**src/rtl/unlock_pkg.sv**
```systemverilog
package unlock_pkg;
  typedef enum logic [1:0] {
    ST_IDLE  = 2'd0,
    ST_WATCH = 2'd1,
    ST_PULL  = 2'd2,
    ST_FREE  = 2'd3
  } unlock_st_e;
endpackage

```
**src/rtl/unlock_halftick.sv**
```systemverilog
// Free-running half-period timer; restart aligns it to a new check.
module unlock_halftick #(
  parameter int HALF_W = 8
) (
  input  logic              clk,
  input  logic              rst,
  input  logic              restart,
  input  logic [HALF_W-1:0] span,
  output logic              tick
);
  logic [HALF_W-1:0] cnt_q;

  assign tick = (cnt_q == span - 1'b1);

  always_ff @(posedge clk) begin
    if (rst || restart || tick) cnt_q <= '0;
    else                        cnt_q <= cnt_q + 1'b1;
  end
endmodule

```
**src/rtl/unlock_counter.sv**
```systemverilog
// Event counter that flags the event which completes the LIMIT-th step.
module unlock_counter #(
  parameter int LIMIT = 10
) (
  input  logic clk,
  input  logic rst,
  input  logic clr,
  input  logic inc,
  output logic last
);
  localparam int CW = $clog2(LIMIT + 1);
  logic [CW-1:0] cnt_q;

  assign last = (cnt_q == CW'(LIMIT - 1));

  always_ff @(posedge clk) begin
    if (rst || clr) cnt_q <= '0;
    else if (inc)   cnt_q <= cnt_q + 1'b1;
  end
endmodule

```
**src/rtl/i2c_bus_unlock.sv**
```systemverilog
module i2c_bus_unlock
  import unlock_pkg::*;
#(
  parameter int HALF_W       = 8,
  parameter int WATCH_HALVES = 10,
  parameter int PULSE_MAX    = 10
) (
  input  logic              clk,
  input  logic              rst,
  input  logic              scl_in,
  input  logic              sda_in,
  input  logic              start_i,
  input  logic [HALF_W-1:0] half_period_i,
  output logic              scl_pull_o,
  output logic              busy_o,
  output logic              done_o,
  output logic              lock_seen_o,
  output logic              lock_held_o
);
  unlock_st_e        st_q;
  logic              boot_q;
  logic [HALF_W-1:0] hp_q;
  logic              accept;
  logic              tick;
  logic              watch_last;
  logic              pulse_last;
  logic              stuck;

  assign accept = (st_q == ST_IDLE) && (start_i || boot_q);
  assign stuck  = !sda_in && scl_in;

  unlock_halftick #(.HALF_W(HALF_W)) u_tick (
    .clk(clk), .rst(rst), .restart(accept), .span(hp_q), .tick(tick)
  );

  unlock_counter #(.LIMIT(WATCH_HALVES)) u_watch_cnt (
    .clk(clk), .rst(rst), .clr(accept),
    .inc((st_q == ST_WATCH) && tick), .last(watch_last)
  );

  unlock_counter #(.LIMIT(PULSE_MAX)) u_pulse_cnt (
    .clk(clk), .rst(rst), .clr(accept),
    .inc((st_q == ST_FREE) && tick), .last(pulse_last)
  );

  always_ff @(posedge clk) begin
    if (rst) begin
      st_q        <= ST_IDLE;
      boot_q      <= 1'b1;
      hp_q        <= HALF_W'(1);
      scl_pull_o  <= 1'b0;
      busy_o      <= 1'b0;
      done_o      <= 1'b0;
      lock_seen_o <= 1'b0;
      lock_held_o <= 1'b0;
    end else begin
      done_o <= 1'b0;
      case (st_q)
        ST_IDLE: begin
          if (accept) begin
            boot_q      <= 1'b0;
            hp_q        <= (half_period_i == '0) ? HALF_W'(1) : half_period_i;
            busy_o      <= 1'b1;
            lock_seen_o <= 1'b0;
            lock_held_o <= 1'b0;
            st_q        <= ST_WATCH;
          end
        end
        ST_WATCH: begin
          if (!stuck) begin
            done_o <= 1'b1;
            busy_o <= 1'b0;
            st_q   <= ST_IDLE;
          end else if (tick && watch_last) begin
            lock_seen_o <= 1'b1;
            scl_pull_o  <= 1'b1;
            st_q        <= ST_PULL;
          end
        end
        ST_PULL: begin
          if (tick) begin
            scl_pull_o <= 1'b0;
            st_q       <= ST_FREE;
          end
        end
        ST_FREE: begin
          if (tick) begin
            if (sda_in) begin
              done_o <= 1'b1;
              busy_o <= 1'b0;
              st_q   <= ST_IDLE;
            end else if (pulse_last) begin
              lock_held_o <= 1'b1;
              done_o      <= 1'b1;
              busy_o      <= 1'b0;
              st_q        <= ST_IDLE;
            end else begin
              scl_pull_o <= 1'b1;
              st_q       <= ST_PULL;
            end
          end
        end
        default: st_q <= ST_IDLE;
      endcase
    end
  end
endmodule

```
**config.mk**
```make
export PLATFORM = sky130hd
export DESIGN_NAME = i2c_bus_unlock
export DESIGN_NICKNAME = d
export VERILOG_FILES = /design/src/rtl/unlock_pkg.sv /design/src/rtl/unlock_halftick.sv /design/src/rtl/unlock_counter.sv /design/src/rtl/i2c_bus_unlock.sv
export SDC_FILE = /design/constraint.sdc
export NUM_CORES = 1
export LEC_CHECK = 0
export BUFFER_PORTS_ARGS = -buffer_cell sky130_fd_sc_hd__buf_2
export CAP_MARGIN = 20
export CELL_PAD_IN_SITES_DETAIL_PLACEMENT = 1
export CELL_PAD_IN_SITES_GLOBAL_PLACEMENT = 2
export CORE_ASPECT_RATIO = 1.4
export CORE_MARGIN = 10
export CORE_UTILIZATION = 35
export CTS_CLUSTER_DIAMETER = 100
export DETAILED_ROUTE_END_ITERATION = 12
export PLACE_DENSITY_LB_ADDON = 0.25
export SLEW_MARGIN = 20
export SYNTH_ARGS = -nofsm -noshare
export SYNTH_HDL_FRONTEND = slang
export SYNTH_HIERARCHICAL = 1
export SYNTH_SLANG_ARGS = --single-unit
```
**constraint.sdc**
```tcl
create_clock -name clk -period 3.4 [get_ports clk]
set_input_delay 0.34 -clock clk [delete_from_list [all_inputs] [get_ports clk]]
set_output_delay 0.34 -clock clk [all_outputs]
set_load 0.01 [all_outputs]
```
* Yosys cells after proc, flatten, opt, wreduce, memory -nomap -nowiden
Cells that the tools add are included.
** Word-level totals
- Flip-flop bits (word level) :: 32
- Word-level logic and storage cells :: 86
** Operators by class
- Multiplexer cells :: 33
- Add/subtract/negate cells :: 4
- Eq/ne operators :: 17
- Reductions and logical operators :: 21
** Operators with widths (number)
- 1-bit 2-to-1 mux :: 19
- 2-bit 2-to-1 mux :: 7
- 2-bit != test, second input constant :: 7
- 5-bit AND reduction :: 2
- 4-bit by 1-bit adder with 4-bit output, second input constant :: 2
- 8-bit by 1-bit adder with 8-bit output, second input constant :: 1
- 4-bit == test, second input constant :: 2
- 8-bit == test :: 1
- 8-bit logical NOT :: 1
- 8-bit 2-to-1 mux :: 1
- 2-bit one-hot mux with 4 select lines :: 1
- 4-bit AND reduction :: 2
- 8-bit by 1-bit subtractor with 8-bit output, second input constant :: 1
- 7-bit AND reduction :: 1
- 1-bit one-hot mux with 2 select lines :: 3
- 1-bit one-hot mux with 3 select lines :: 2
- 3-bit nonzero test :: 2
- 1-bit logical AND :: 5
- 2-bit == test, second input constant :: 2
- 2-bit by 1-bit != test with 1-bit output, second input constant :: 2
- 2-bit nonzero test :: 2
- 1-bit logical OR :: 3
- 3-bit by 2-bit != test with 1-bit output, second input constant :: 1
- 3-bit != test, second input constant :: 1
- other kinds (4) :: 4

* Logic depth before layout (Yosys ltp)
- Depth after elaboration :: 6
- Depth in mapped cells :: 11

* By module
The synthesis kept the hierarchy.
** Modules (own cells, without submodules)
- i2c_bus_unlock :: area each 705.7 um^2, cells each 85, times used 1
- unlock_halftick :: area each 643.1 um^2, cells each 74, times used 1
- unlock_counter :: area each 200.2 um^2, cells each 20, times used 2

* Worst setup path after synthesis
OpenSTA, ideal clock, no wires.
- Path kind :: register to register
- Start point :: register hp_q[0]
- End point :: register u_watch_cnt.cnt_q[3]
- Cell stages (with the launch flop) :: 12
- Setup time :: 123 ps
- Path slack :: 720 ps
- Path buffers :: 1
- Arrival time :: 2557 ps
- Data required time :: 3277 ps
- Cells stage by stage :: dfxtp_1 > inv_1 > ha_1 > clkbuf_2 > nand2b_1 > nand3_1 > o21ai_1 > a2111oi_4 > and2_1 > and3b_2 > nand4_1 > mux2_1
** Between the ends
- Word-level cells in the longest chain between the ends :: 3
** RTL lines
- start: declaration :: RTL line i2c_bus_unlock.sv:22 : logic [HALF_W-1:0] hp_q;
- start signal: assignment :: RTL line i2c_bus_unlock.sv:62 : hp_q <= (half_period_i == '0) ? HALF_W'(1) : half_period_i;
- 8-bit by 1-bit subtractor with 8-bit output :: RTL line unlock_halftick.sv:13 : assign tick = (cnt_q == span - 1'b1);
- 8-bit == test :: RTL line unlock_halftick.sv:13
- via tick :: RTL line i2c_bus_unlock.sv:24 : logic tick;
- 1-bit logical AND :: RTL line i2c_bus_unlock.sv:38 : .inc((st_q == ST_WATCH) && tick), .last(watch_last)
- end signal: assignment :: RTL line unlock_counter.sv:18 : else if (inc) cnt_q <= cnt_q + 1'b1;
- end: declaration :: RTL line unlock_counter.sv:12 : logic [CW-1:0] cnt_q;
The timed path passes the listed nets, and every way through them passes these cells.
A chain may end at the register's enable or synchronous reset.

* Worst setup path in the final report
Same ends and word-level chain as after synthesis.

==> impl_metrics.csv <==
group,metric,value,unit
synth,synth_cell_types,50,
clock_network,cts_root_buffer,"clkbuf_8",
floorplanning,start_util,36.1,%
clock_network,clockBufferDepth,2,
outcome,status,"completed",
clock_network,cts_made_buffers,5,
timing,hold_violations,0,
clock_network,cts_resized,0,
routing,vias,1515,
global_routing,antenna_found_initial,0,
power_and_ir_drop,intPower,0.584,mW
critical_path,required,3.58,ns
clock_network,post-cts-setup-buffers,0,
critical_path,reg2reg_slack,0.55,ns
placement,gp_congestion,0.740,
timing,fin_crit_sh,83.9,%
timing,min_period,2.85,ns
clock_network,htreeDepth,2,
synth,synth-seq-cells,32,
clock_network,cts_tree,"done",
power_and_ir_drop,power_frac_comb,17.4,%
critical_path,critPathLaunch,"hp_q[0]$_SDFFE_PP1P_",
synth,syn_area,1750,um^2
power_and_ir_drop,clock_power_share,33.1,%
floorplanning,die_x,79.7,um
routing,ant_nets,0,
critical_path,cp-start-kind,"flop",
routing,wl_per_cell,16.2,um
critical_path,reg2reg_depth,11,
clock_network,clk_latency,0.29,ns
synth,syn-mean-instance-area,8.79,um^2
power_and_ir_drop,swShare,29.4,%
final_layout,syn2layout_area_growth,12.4,%
power_and_ir_drop,pwr-share-seq,49.5,%
run,cap_violations,0,
global_routing,grt_pass1_vias,1631,
synth,netlist_top_cells_area,"dfxtp_1, a21oi_1, xnor2_1, ha_1, nand3_1",
final_layout,drive_gt1_share,18.4,%
timing,finalSetupViolations,0,
synth,synth_top_flop_cell,"dfxtp_1",
synth,synth-seq-area-share,36.6,%
synth,synth_largest_area_cell,"dfxtp_1",
clock_network,clk_pin_slew,0.07,ns
synth,synth_nets,218,
synth,syn_inst,199,
global_routing,grt_use_total,11.1,%
timing,fmax,0.351,GHz
final_layout,n_antenna_cell,0,
timing,drv_slew,0,
synth,synth_edf_count,0,
power_and_ir_drop,vdd_ir_drop_max,0.000198,V
critical_path,end_kind,"flop",
final_layout,utilization,40.6,%
floorplanning,core-area,4840,um^2
routing,wl,4540,um
floorplanning,io_pins,18,
global_routing,grt_max_degree,27,
placement,port_buffers,17,
clock_network,clkSinkCount,32,
global_routing,grt_overflow,0,
synth,yosysWarnings,6,
timing,slew_headroom,57.8,%
min_path,hold_class,"input port to flop",
critical_path,critPathMaxFanout,9,
placement,hpwl,3510,um
critical_path,endpoint,"u_watch_cnt/cnt_q[3]$_SDFFE_PP0P_",
routing,drc,0,
floorplanning,rows,30,
floorplanning,die_h,104,um
power_and_ir_drop,p_per_area,421,nW/um^2
floorplanning,fp.dieArea,8270,um^2
power_and_ir_drop,switchingPower,0.244,mW
timing,tightest_slew,0.630,ns
synth,synth.top_cell.area_share,36.6,%
power_and_ir_drop,cellLeakagePower,0.745,nW
clock_network,ctsHoldBuffers,0,
final_layout,final_nets,236,
critical_path,crit_arrival,3.03,ns
global_routing,grt_pass1_wl,7370,um
routing,vias_per_cell,5.39,
routing,drt-initial-drc-count,60,
timing,finClkSkew,0.0115,ns
final_layout,fillers,600,
synth,ys_async_sr_fraction,0,%
critical_path,path_class,"flop to flop",
critical_path,r2r-start,"hp_q[0]$_SDFFE_PP1P_",
routing,first_pass_iters,4,
critical_path,r2r_end,"u_watch_cnt/cnt_q[3]$_SDFFE_PP0P_",
timing,setup_tns,0,ns
timing,rsz0062_at_grt,"no",
## registers in the layout, summed over array words and instances (netlist names)
signal	cells
u_tick/cnt_q	8
boot_q	1
st_q	2
scl_pull_o	1
busy_o	1
u_pulse_cnt/cnt_q	4
lock_held_o	1
lock_seen_o	1
hp_q	8
done_o	1
u_watch_cnt/cnt_q	4
## power groups by stage
stage	registers, mW	logic [mW]	clock network [mW]
3_3_place_gp	0.417	0.140	0
4_1_cts	0.410	0.146	0.284
2_1_floorplan	0.411	0.107	0
6_report	0.409	0.144	0.274
3_5_place_dp	0.418	0.145	0
5_1_grt	0.412	0.160	0.299
## placed cells by master, fill, tap and decap left out, types with 3 or more instances in the layout
cell / synthesis / final
clkbuf_8: 0 / 5
nor3_1: 7 / 7
o21ai_1: 4 / 4
xor2_1: 8 / 8
nand2b_1: 3 / 3
buf_2: 2 / 17
or2_1: 4 / 4
nor2_1: 10 / 10
nand3b_1: 5 / 5
nand2_1: 11 / 11
dfxtp_1: 32 / 32
o21ai_0: 10 / 10
xnor2_1: 10 / 10
a21oi_1: 20 / 20
inv_1: 7 / 7
nand4_1: 3 / 3
nand3_1: 14 / 14
ha_1: 6 / 6
## routing by layer
metal / share of wire [%] / GRT usage (%)
met1: 38 / 10.6
met2: 57 / 20.7
met3: 2.4 / 2.85
met4: 2.2 / 5.43
met5: 0 / 0
## cells by family after synthesis
family,Yosys count,synth area share [%]
AND/OR/NAND/NOR,75,24.0
XOR/XNOR,19,9.94
flip-flops,32,36.6
AO/OA/AOI/OAI,51,20.4
adder cells (fa/ha/maj),6,4.29
buffers and inverters,14,3.43
multiplexers,2,1.29
## how the worst min path moves through the flow
| stage | start | to | slack, ns | cells past startpoint |
|---|---|---|---|---|
| after floorplan | rst | u_tick/cnt_q[0]$_SDFF_PP0_ | 0.41 | 1 |
| after global placement | boot_q$_SDFFE_PP1P_ | boot_q$_SDFFE_PP1P_ | 0.45 | 1 |
| after detailed placement | boot_q$_SDFFE_PP1P_ | boot_q$_SDFFE_PP1P_ | 0.46 | 1 |
| after CTS | half_period_i[4] | hp_q[4]$_SDFFE_PP0P_ | 0.32 | 3 |
| after global routing | half_period_i[7] | hp_q[7]$_SDFFE_PP0P_ | 0.33 | 3 |
| final | half_period_i[4] | hp_q[4]$_SDFFE_PP0P_ | 0.33 | 3 |
## per-stage QoR
| step | hold WS [ns] | setup WS (ns) | power, mW | instances | instance area [um^2] |
|---|---|---|---|---|---|
| 2_1_floorplan | 0.409 | 0.720 | 0.517 | 199 | 1750 |
| 3_3_place_gp | 0.450 | 0.667 | 0.558 | 274 | 1890 |
| 3_5_place_dp | 0.464 | 0.557 | 0.564 | 274 | 1890 |
| 4_1_cts | 0.322 | 0.549 | 0.840 | 281 | 1970 |
| 5_1_grt | 0.334 | 0.333 | 0.872 | 281 | 1970 |
| 6_report | 0.326 | 0.548 | 0.828 | 281 | 1970 |
## cells in the mapped netlist (all sizes together), types with 3 or more instances
cell type,instances
a2111oi,3
a21oi,20
and3,3
and3b,3
buf,4
clkbuf,3
dfxtp,32
ha,6
inv,7
nand2,12
nand2b,3
nand3,14
nand3b,5
nand4,3
nor2,11
nor3,7
nor4,3
o21ai,14
or2,5
xnor2,11
xor2,8
## final cells by class
| class | instances | area, um^2 | area share [%] |
|---|---|---|---|
| Clock buffer | 6 | 72.6 | 3.69 |
| Clock inverter | 1 | 5.00 | 0.255 |
| Inverter | 7 | 26.3 | 1.34 |
| Multi-Input combinational cell | 153 | 1050 | 53.3 |
| Sequential cell | 32 | 641 | 32.6 |
| Tap cell | 64 | 80.1 | 4.07 |
| Timing Repair Buffer | 18 | 92.6 | 4.71 |
## critical path, cell delays in order (launching register included)
cell and delay (ns):
dfxtp_1 0.46, inv_1 0.08, ha_1 0.31, nand2b_1 0.18, nand3_1 0.08, o21ai_1 0.10, a2111oi_4 0.29, buf_4 0.22
and2_1 0.28, and3b_2 0.30, nand4_1 0.12, mux2_1 0.32
Note: power is estimated with default switching activity, not from simulation.
